==> src/rtl/asr_pkg.sv <==
package asr_pkg;

    // Kind of access made in the previous cycle
    typedef enum logic [1:0] {
        ST_IDLE   = 2'd0,
        ST_LIVE   = 2'd1,
        ST_STICKY = 2'd2,
        ST_VOID   = 2'd3
    } rd_state_e;

endpackage

==> src/rtl/asr_addr_decode.sv <==
module asr_addr_decode #(
    parameter int                 GROUPS = 3,
    parameter int                 ADDR_W = 6,
    parameter logic [ADDR_W-1:0]  BASE   = ADDR_W'('h20)
) (
    input  logic              rd_en,
    input  logic [ADDR_W-1:0] rd_addr,
    output logic [GROUPS-1:0] live_hit,
    output logic [GROUPS-1:0] sticky_hit,
    output logic              miss
);

    for (genvar g = 0; g < GROUPS; g++) begin : g_dec
        localparam logic [ADDR_W-1:0] LIVE_A = BASE + ADDR_W'(2 * g);
        localparam logic [ADDR_W-1:0] STK_A  = LIVE_A + ADDR_W'(1);
        assign live_hit[g]   = rd_en && (rd_addr == LIVE_A);
        assign sticky_hit[g] = rd_en && (rd_addr == STK_A);
    end

    assign miss = rd_en && !(|live_hit) && !(|sticky_hit);

endmodule

==> src/rtl/asr_sticky_bank.sv <==
module asr_sticky_bank #(
    parameter int W = 8
) (
    input  logic         clk,
    input  logic         rst_n,
    input  logic [W-1:0] alarm,
    input  logic         clr,
    output logic [W-1:0] q
);

    // Clear first, then OR in the present level, so that an alarm active
    // in the read cycle survives the clear.
    always_ff @(posedge clk or negedge rst_n) begin
        if (!rst_n) begin
            q <= '0;
        end else begin
            q <= (q & ~{W{clr}}) | alarm;
        end
    end

endmodule

==> src/rtl/asr_read_mux.sv <==
module asr_read_mux #(
    parameter int GROUPS = 3,
    parameter int W      = 8
) (
    input  logic [GROUPS*W-1:0] live_vec,
    input  logic [GROUPS*W-1:0] sticky_vec,
    input  logic [GROUPS-1:0]   live_hit,
    input  logic [GROUPS-1:0]   sticky_hit,
    output logic [W-1:0]        sel_data
);

    always_comb begin
        sel_data = '0;
        for (int g = 0; g < GROUPS; g++) begin
            if (live_hit[g])   sel_data = sel_data | live_vec[g*W +: W];
            if (sticky_hit[g]) sel_data = sel_data | sticky_vec[g*W +: W];
        end
    end

endmodule

==> src/rtl/asr_alarm_regs.sv <==
module asr_alarm_regs
    import asr_pkg::*;
#(
    parameter int                 GROUPS = 3,
    parameter int                 W      = 8,
    parameter int                 ADDR_W = 6,
    parameter logic [ADDR_W-1:0]  BASE   = ADDR_W'('h20)
) (
    input  logic                clk,
    input  logic                rst_n,
    input  logic                rd_en,
    input  logic [ADDR_W-1:0]   rd_addr,
    input  logic [GROUPS*W-1:0] alarm_in,
    output logic [W-1:0]        rd_data,
    output logic                any_flag
);

    localparam int TOTAL = GROUPS * W;

    logic [GROUPS-1:0] live_hit;
    logic [GROUPS-1:0] sticky_hit;
    logic              miss;
    logic [TOTAL-1:0]  sticky_q;
    logic [W-1:0]      sel_data;
    logic [W-1:0]      snap_q;
    rd_state_e         state_q;
    rd_state_e         state_d;

    asr_addr_decode #(
        .GROUPS (GROUPS),
        .ADDR_W (ADDR_W),
        .BASE   (BASE)
    ) u_dec (
        .rd_en      (rd_en),
        .rd_addr    (rd_addr),
        .live_hit   (live_hit),
        .sticky_hit (sticky_hit),
        .miss       (miss)
    );

    for (genvar g = 0; g < GROUPS; g++) begin : g_bank
        asr_sticky_bank #(.W(W)) u_bank (
            .clk   (clk),
            .rst_n (rst_n),
            .alarm (alarm_in[g*W +: W]),
            .clr   (sticky_hit[g]),
            .q     (sticky_q[g*W +: W])
        );
    end

    asr_read_mux #(
        .GROUPS (GROUPS),
        .W      (W)
    ) u_mux (
        .live_vec   (alarm_in),
        .sticky_vec (sticky_q),
        .live_hit   (live_hit),
        .sticky_hit (sticky_hit),
        .sel_data   (sel_data)
    );

    // Next access kind
    always_comb begin
        if (!rd_en)          state_d = ST_IDLE;
        else if (miss)       state_d = ST_VOID;
        else if (|sticky_hit) state_d = ST_STICKY;
        else                 state_d = ST_LIVE;
    end

    // State register, with the data snapshot taken before any clear
    always_ff @(posedge clk or negedge rst_n) begin
        if (!rst_n) begin
            state_q <= ST_IDLE;
            snap_q  <= '0;
        end else begin
            state_q <= state_d;
            if (rd_en) snap_q <= sel_data;
        end
    end

    // Outputs
    always_comb begin
        unique case (state_q)
            ST_LIVE, ST_STICKY: rd_data = snap_q;
            ST_IDLE, ST_VOID:   rd_data = '0;
            default:            rd_data = '0;
        endcase
    end

    assign any_flag = |sticky_q;

endmodule

==> config.mk <==
export PLATFORM = sky130hd
export DESIGN_NAME = asr_alarm_regs
export DESIGN_NICKNAME = d
export VERILOG_FILES = /design/src/rtl/asr_pkg.sv /design/src/rtl/asr_addr_decode.sv /design/src/rtl/asr_sticky_bank.sv /design/src/rtl/asr_read_mux.sv /design/src/rtl/asr_alarm_regs.sv
export SDC_FILE = /design/constraint.sdc
export NUM_CORES = 1
export LEC_CHECK = 0
export BUFFER_PORTS_ARGS = -buffer_cell sky130_fd_sc_hd__buf_2
export CORE_UTILIZATION = 48
export DETAILED_ROUTE_END_ITERATION = 10
export GPL_TIMING_DRIVEN = 0
export PLACE_DENSITY = 0.75
export SLEW_MARGIN = 20
export SYNTH_ARGS = -nofsm -noshare
export SYNTH_HDL_FRONTEND = slang
export SYNTH_SLANG_ARGS = --single-unit
==> constraint.sdc <==
create_clock -name clk -period 1 [get_ports clk]
set_input_delay 0.05 -clock clk [delete_from_list [all_inputs] [get_ports clk]]
set_output_delay 0.05 -clock clk [all_outputs]
set_load 0.03 [all_outputs]
* Word level (Yosys, flattened, before mapping)
Cells that the tools add are included.
** Cells by class
- Add/sub/neg operators :: 0
- $mul :: 0
- Div/mod/pow operators :: 0
- Magnitude comparators :: 0
- Equal/unequal tests :: 9
- Shifts and indexed selects :: 0
- Mux-type cells :: 10
- Bitwise logic cells :: 14
- Reductions and logical operators :: 16
** Operators by type and width (count)
- $or 8x8->8 :: 8
- $mux 8 :: 6
- $eq 6x6->1 const B :: 6
- $and 8x8->8 :: 3
- $not 8->8 :: 3
- $reduce_or 24->1 :: 1
- $pmux 8 s2 :: 1
- $logic_and 1x1->1 :: 8
- $mux 2 :: 3
- $reduce_or 3->1 :: 2
- $eq 2x2->1 const B :: 2
- $reduce_or 2->1 :: 2
- $eq 2x1->1 const B :: 1
- $logic_not 1->1 :: 2
- $logic_not 2->1 :: 1
** Storage, ports and cells
- Flip-flop bits (word level) :: 34
- Bits in latches :: 0
- RAM bits :: 0
- ROM bits :: 0
- Bits of input ports :: 33
- Output and inout port bits :: 9
- Word-level logic and storage cells :: 54
- Memories kept :: 0

* Logic depth before layout (Yosys ltp)
Gate-level depths: netlist (run 1).
- Depth after elaboration :: 13
- Gate-level depth with buffers :: 6
- Gate-level depth less buffers :: 3

* Modules after synthesis
A second synthesis (run 1) with hierarchy kept.
** Second synthesis, totals
- Cell total of the unflattened synthesis :: 141
- Area total of the unflattened synthesis :: 1691.6 um^2
** By module, submodules not included
- asr_sticky_bank :: instances 3, cells an instance 17, area an instance 264.0 um^2, sequential area each 200.2 um^2
- asr_alarm_regs :: instances 1, cells an instance 39, area an instance 489.2 um^2, sequential area each 250.2 um^2
- asr_read_mux :: instances 1, cells an instance 38, area an instance 297.8 um^2, sequential area each 0.0 um^2
- asr_addr_decode :: instances 1, cells an instance 13, area an instance 112.6 um^2, sequential area each 0.0 um^2

* Worst setup path before layout (run 1)
OpenSTA, ideal clock, no wires.
- Kind :: in2reg
- Start point :: in rd_addr[1]
- End point :: reg g_bank[0].u_bank.q[0]
- Setup time :: 118 ps
- Data arrival time :: 1015 ps
- Required time :: 882 ps
- Path slack :: -133 ps
- Cell stages on the path :: 6
- Buffers on the path :: 3
- Path through :: buf_6 nand2b_4 buf_6 or3_1 buf_6 a21o_1
** Between the ends
- Word-level cells in the longest chain between the ends :: 5
** Ends and longest elaborated chain
- start: declaration :: RTL line asr_alarm_regs.sv:12 : input logic [ADDR_W-1:0] rd_addr,
- $eq 6x6->1 :: RTL line asr_addr_decode.sv:17 : assign sticky_hit[g] = rd_en && (rd_addr == STK_A);
- $logic_and 1x1->1 :: RTL line asr_addr_decode.sv:17
- $not 8->8 :: RTL line asr_sticky_bank.sv:17 : q <= (q & ~{W{clr}}) | alarm;
- $and 8x8->8 :: RTL line asr_sticky_bank.sv:17
- $or 8x8->8 :: RTL line asr_sticky_bank.sv:17
- end signal: assignment :: RTL line asr_sticky_bank.sv:17
- end: declaration :: RTL line asr_sticky_bank.sv:8 : output logic [W-1:0] q
No other way between the ends.
A chain may end at the register's enable or synchronous reset.

* Worst setup path in the final report (run 1)
- Start point :: reg g_bank[0].u_bank.q[4]
- End point :: out any_flag
** Between the ends
- Word-level cells in the longest chain between the ends :: 1
** Ends and longest elaborated chain
- $reduce_or 24->1 :: RTL line asr_alarm_regs.sv:90 : assign any_flag = |sticky_q;
- end: declaration :: RTL line asr_alarm_regs.sv:15 : output logic any_flag
No other way between the ends.

==> results.json, run 1 <==
{
  "status": "complete, but fails checks",
  "failed_checks": "negative setup slack",
  "yosys.area.top_type": "dfrtp_1",
  "max_stage_delay_ps": 420,
  "ctsRootBufferMaster": "clkbuf_8",
  "worstPathRequired_ps": 950,
  "cp_num_buf_inv": 1,
  "die-height_um": 65.1,
  "synth_cells": 166,
  "tightest_slew_ps": 735,
  "initial_core_util_pct": 51.0,
  "gp_congestion": 0.898,
  "wire_per_inst_um": 18.1,
  "setup_ws_ps": -518,
  "clkLatencyLatePin_ps": 280,
  "synth_most_common_cell": "dfrtp_1",
  "area_growth_pct": 42.7,
  "hp-class": "primary input to register",
  "yosysSeqAreaShare_pct": 44.5,
  "cts_buffer_depth": 2,
  "total_power_mw": 3.04,
  "cts_tree": "yes",
  "synth.avg_cell_area_um2": 11.5,
  "timing_worst_setup_path_type": "register to output pin",
  "combPwrFrac_pct": 21.1,
  "grt_pass1_vias": 1742,
  "fin_crit_ps": 1520,
  "slowest_stage": "dfrtp_1",
  "drt-pass1-iter-count": 4,
  "drv_cap": 0,
  "dieArea_um2": 4240,
  "crit_fanout": 3,
  "switching_share_pct": 26.6,
  "ant_nets": 0,
  "drc_errors": 0,
  "start_kind": "register",
  "path_cells": "nor4_2 -> and4_4 -> nand3_4 -> buf_6",
  "synth_area_um2": 1910,
  "p_clk_share_pct": 31.6,
  "syn-num-nets": 199,
  "rows": 22,
  "die_x_um": 65.1,
  "cellInternalPower_mw": 2.23,
  "grt_pass1_wl_um": 8670,
  "synthTopCellsByCount": "dfrtp_1, a21o_1, mux2i_1",
  "p_leak_nw": 1.09,
  "gr-usage-met2_pct": 46.1,
  "wirelength_um": 5260,
  "vias_per_cell": 6.08,
  "cts_buffers": 5,
  "htree_levels": 2,
  "grt.busiest_layer": "met2",
  "dp_hpwl_um": 3680,
  "drt-initial-drc-count": 99,
  "core_um2": 3740,
  "clock.fmax_ghz": 0.659,
  "relSlewSlack_pct": 51.0,
  "ys_ff_latch": 34,
  "synthArstFlopShare_pct": 100,
  "port_buffers": 40,
  "finalSetupViolations": 17,
  "fillers": 272,
  "num_io_pins": 42,
  "power_density_nw_per_um2": 1120,
  "ys_types": 29,
  "synth-edff-count": 0,
  "cts.clk_slew.worst_paths_ps": 70,
  "synth_ff_type": "dfrtp_1",
  "final_nets": 276,
  "rsz0062_at_grt": "yes",
  "ir_worst_vdd_uv": 716,
  "drive_above_1_share_pct": 35.8,
  "yosys.area.top_type_share_pct": 44.5,
  "fin_skew_ps": 2.27,
  "yosysWarningCount": 0,
  "grt_overflow": 0,
  "clkSinkCount": 34,
  "synth_area_leaders": "dfrtp_1, a21o_1, mux2i_1",
  "met1_usage_pct": 35.2,
  "hold_viol": 0,
  "cp-end-kind": "output pin",
  "grt_max_degree": 35,
  "track_usage_pct": 27.7,
  "antenna_found_initial": 0,
  "grt_use_met3_pct": 6.25,
  "fin_tns_setup_ps": -4070,
  "finalCritPeriodShare_pct": 152,
  "arrival_ps": 1470,
  "p_seq_share_pct": 47.3,
  "diodes": 0,
  "num_vias": 1768,
  "critPathTopFamily": "simple AND/OR/NAND/NOR gates",
  "slew_violations": 0,
  "switchingPower_mw": 0.808
}
==> final timing paths <==
path / from / endpoint / slack [ps] / cells past startpoint
worst max-delay path: g_bank[0].u_bank.q[4] / any_flag / -520 / 4
worst min-delay path: rd_addr[0] / state_q[0] / 260 / 4
worst max register to register: g_bank[0].u_bank.q[5] / snap_q[5] / -170 / 3
worst min register to register: snap_q[1] / snap_q[1] / 510 / 1
max in group asynchronous: rst_n / g_bank[1].u_bank.q[3] / 170 / 2
min in group asynchronous: rst_n / state_q[1] / 370 / 2
==> registers in the layout (all words and copies together), names as in the netlist <==
register         flops
g_bank.u_bank.q     24
state_q              2
snap_q               8
==> final cells by class <==
| cell class | count | area (µm²) | area share (%) |
|---|---|---|---|
| flip-flops and latches | 34 | 851 | 31.2 |
| well taps | 48 | 60.1 | 2.20 |
| clock buffers | 6 | 72.6 | 2.66 |
| multi-input cells | 116 | 1050 | 38.5 |
| plain buffers | 15 | 135 | 4.96 |
| repair buffers | 71 | 552 | 20.2 |
| clock inverters | 1 | 7.51 | 0.275 |
==> worst min-delay path, stage by stage <==
cell and delay, ps:
buf_2 120, nand2b_4 60, buf_6 130, o211a_1 140
==> placed cells by master, fill, tap and decap left out, types with 2 or more instances in the layout <==
cell type / netlist / layout
a21oi_1: 9 / 9
a21o_1: 24 / 24
o32a_1: 8 / 8
nand4b_1: 8 / 8
or4bb_1: 8 / 8
mux2i_1: 16 / 16
nor3_1: 8 / 8
and2_4: 0 / 8
buf_8: 0 / 3
nand4b_4: 1 / 2
dfrtp_1: 34 / 34
buf_6: 4 / 13
clkbuf_1: 2 / 2
buf_2: 6 / 33
o31ai_1: 8 / 8
clkbuf_8: 0 / 5
dlygate4sd3_1: 0 / 25
nor4_2: 0 / 6
buf_4: 3 / 9
==> stage by stage <==
| step | setup slack, ps | std cells | instance area, µm² | hold slack (ps) | util, % |
|---|---|---|---|---|---|
| 6_report | -518 | 291 | 2730 | 258 | 72.8 |
| 5_1_grt | -569 | 291 | 2730 | 272 | 72.8 |
| 4_1_cts | -525 | 292 | 2730 | 252 | 72.9 |
| 3_5_place_dp | -334 | 254 | 2250 | 163 | 60.0 |
| 3_3_place_gp | -299 | 254 | 2250 | 143 | 60.0 |
| 2_1_floorplan | -131 | 166 | 1990 | -246 | - |
==> per-layer routing <==
metal  vias up  share of wire, %
met4         0               2.7
met5         -                 0
met1       869                42
li1        802                 -
met3        17               6.3
met2        80                49
==> power groups by stage <==
stage | clock, mW | combinational (mW) | sequential [mW]
finish | 0.960 | 0.642 | 1.44
global route | 1.02 | 0.687 | 1.44
CTS | 0.960 | 0.638 | 1.44
detailed placement | 0 | 0.488 | 1.46
global placement | 0 | 0.470 | 1.46
floorplan | 0 | 0.308 | 1.45
==> repair_timing <==
| item | 4_1_cts | 5_1_grt |
|---|---|---|
| pin swaps | 19 | 7 |
| hold buffers | 25 | 0 |
| setup endpoints to repair | 25 | 29 |
| endpoints found under the hold margin | 58 | 0 |
| resized for setup | 34 | 2 |
| setup buffers | 6 | 0 |
==> kinds of logic (layout without fill, tap and decap cells) <==
logic type	count (synthesis)	after routing	synth area share (%)
XOR/XNOR	1	1	0.458
AO/OA/AOI/OAI	51	51	20.0
multiplexers	16	16	8.38
buffers and inverters	16	93	5.70
flip-flops	34	34	44.5
AND/OR/NAND/NOR	48	48	20.9
(Power assumes the default switching activity.)
==> run 2: changes to the inputs <==
- ABC_CLOCK_PERIOD_IN_PS: default -> 1000
- CORE_UTILIZATION: 48 -> 50
- CTS_BUF_LIST: default -> sky130_fd_sc_hd__clkbuf_4
- PLACE_DENSITY: 0.75 -> 0.77
==> run 2 against run 1 <==
The flow still finishes with violations (negative setup slack). Count of clock-buffer cells in the layout shrank 1. Wire length grew 1.8%. Final cell count grew 0.69%. Flip-flop and latch count is the same. Design area is essentially flat. First-iteration DRC count grew 17%. Critical path depth is the same. Worst hold slack lost 63 ps. Critical endpoint unchanged. Largest cell class unchanged.
==> results.json, run 2 (synthesis gave the netlist of run 1 again) <==
{
  "status": "complete, but fails checks",
  "failed_checks": "negative setup slack",
  "dp_hpwl_um": 3580,
  "relSlewSlack_pct": 51.6,
  "worstPathRequired_ps": 950,
  "wire_per_inst_um": 18.3,
  "cts_buffers": 5,
  "finalCritPeriodShare_pct": 162,
  "num_io_pins": 42,
  "total_power_mw": 2.81,
  "drc_errors": 0,
  "clkSinkCount": 34,
  "grt_overflow": 0,
  "mostFrequentLayoutCells": "buf_2, dfrtp_1, dlygate4sd3_1",
  "top_register": "g_bank.u_bank.q",
  "timing.hold.ws_ps": 195,
  "clock.fmax_ghz": 0.617,
  "rsz0062_at_grt": "yes",
  "hp-class": "primary input to register",
  "arrival_ps": 1570,
  "clkLatencyLatePin_ps": 340,
  "start_kind": "register",
  "wirelength_um": 5350,
  "reg_top3": "g_bank.u_bank.q: 24 flops, snap_q: 8 flops, state_q: 2 flops",
  "ir_worst_vdd_uv": 829,
  "final_common_cell": "buf_2",
  "drive_above_1_share_pct": 37.6,
  "area_growth_pct": 42.8,
  "power_density_nw_per_um2": 1030,
  "grt_pass1_wl_um": 8370,
  "die-height_um": 63.8,
  "tightest_slew_ps": 726,
  "gp_congestion": 0.897,
  "fin_crit_ps": 1620,
  "die_x_um": 63.8,
  "ctsRootBufferMaster": "clkbuf_4",
  "core_um2": 3660,
  "rows": 22,
  "antenna_found_initial": 0,
  "r2r_cells": 4,
  "port_buffers": 40,
  "drv_cap": 0,
  "fin_skew_ps": 6.07,
  "num_vias": 1760,
  "final_util_pct": 74.5,
  "track_usage_pct": 27.6,
  "grt_pass1_vias": 1702,
  "cp-end-kind": "output pin",
  "crit_fanout": 2,
  "final_nets": 277,
  "hold_viol": 0,
  "cts.clk_slew.worst_paths_ps": 110,
  "fillers": 246,
  "p_leak_nw": 1.08,
  "drt-initial-drc-count": 116,
  "cts_tree": "yes",
  "largest_reg_flops": 24,
  "drt-pass1-iter-count": 4,
  "dieArea_um2": 4070,
  "slew_violations": 0,
  "cts_buffer_depth": 2,
  "dp_slack_ps": -332,
  "initial_core_util_pct": 52.2,
  "diodes": 0,
  "setup_ws_ps": -620,
  "timing_worst_setup_path_type": "register to output pin",
  "htree_levels": 2,
  "grt_max_degree": 35,
  "hold_path_depth": 4,
  "vias_per_cell": 6.01,
  "ant_nets": 0,
  "finalSetupViolations": 17
}
run 2: cell types whose count changed in the layout (fill, tap and decap cells not counted), sizes merged:
cell and change:
buf +1, clkbuf -1, clkinv +2
run 2: path summary, 6_finish.rpt:
kind / from / end / slack [ps]
max: g_bank[2].u_bank.q[5] / any_flag / -620
min: rd_addr[0] / state_q[0] / 190
max reg2reg: g_bank[2].u_bank.q[6] / snap_q[6] / -250
min reg2reg: snap_q[5] / snap_q[5] / 520
max in group asynchronous: rst_n / state_q[1] / 210
min in group asynchronous: rst_n / g_bank[1].u_bank.q[0] / 290
run 2: layout make-up:
class	count	area [µm²]	share of cell area (%)
plain buffers	16	140	5.14
clock buffers	5	37.5	1.38
clock inverters	3	16.3	0.596
multi-input cells	116	1060	39.0
flip-flops and latches	34	852	31.2
well taps	48	60.1	2.20
repair buffers	71	559	20.5
run 2: worst max-delay path: stages, from the launching register on:
cell and delay [ps]:
dfrtp_1 410, nor4_2 300, and4_1 290, nand3_4 80, buf_6 150
run 2: what timing repair did:
| action | CTS | global route |
|---|---|---|
| endpoints found under the hold margin | 58 | 0 |
| gates resized for setup | 24 | 15 |
| buffers inserted | 11 | 4 |
| pin swaps | 9 | 11 |
| endpoints found under the setup margin | 17 | 17 |
| hold buffers | 25 | 0 |
run 2: layer usage:
layer | track usage [%] | vias up | part of all wire, %
li1 | - | 805 | -
met1 | 36.6 | 855 | 42
met2 | 45.5 | 82 | 50
met3 | 4.11 | 18 | 6.0
met4 | 10.5 | 0 | 2.6
met5 | 0 | - | 0
run 2: stage by stage:
step / setup TNS (ps) / cell area [µm²] / cells
floorplan: -1280 / 1990 / 166
global placement: -8770 / 2250 / 254
detailed placement: -10250 / 2250 / 254
CTS: -5470 / 2670 / 291
global route: -6290 / 2730 / 293
finish: -5270 / 2730 / 293
run 2: where the power goes:
part | total (mW) | switching (mW) | internal, mW | leakage [nW]
Combinational | 0.636 | 0.302 | 0.334 | 0.716
Clock | 0.733 | 0.472 | 0.261 | 0.0286
Sequential | 1.44 | 0.0297 | 1.41 | 0.333
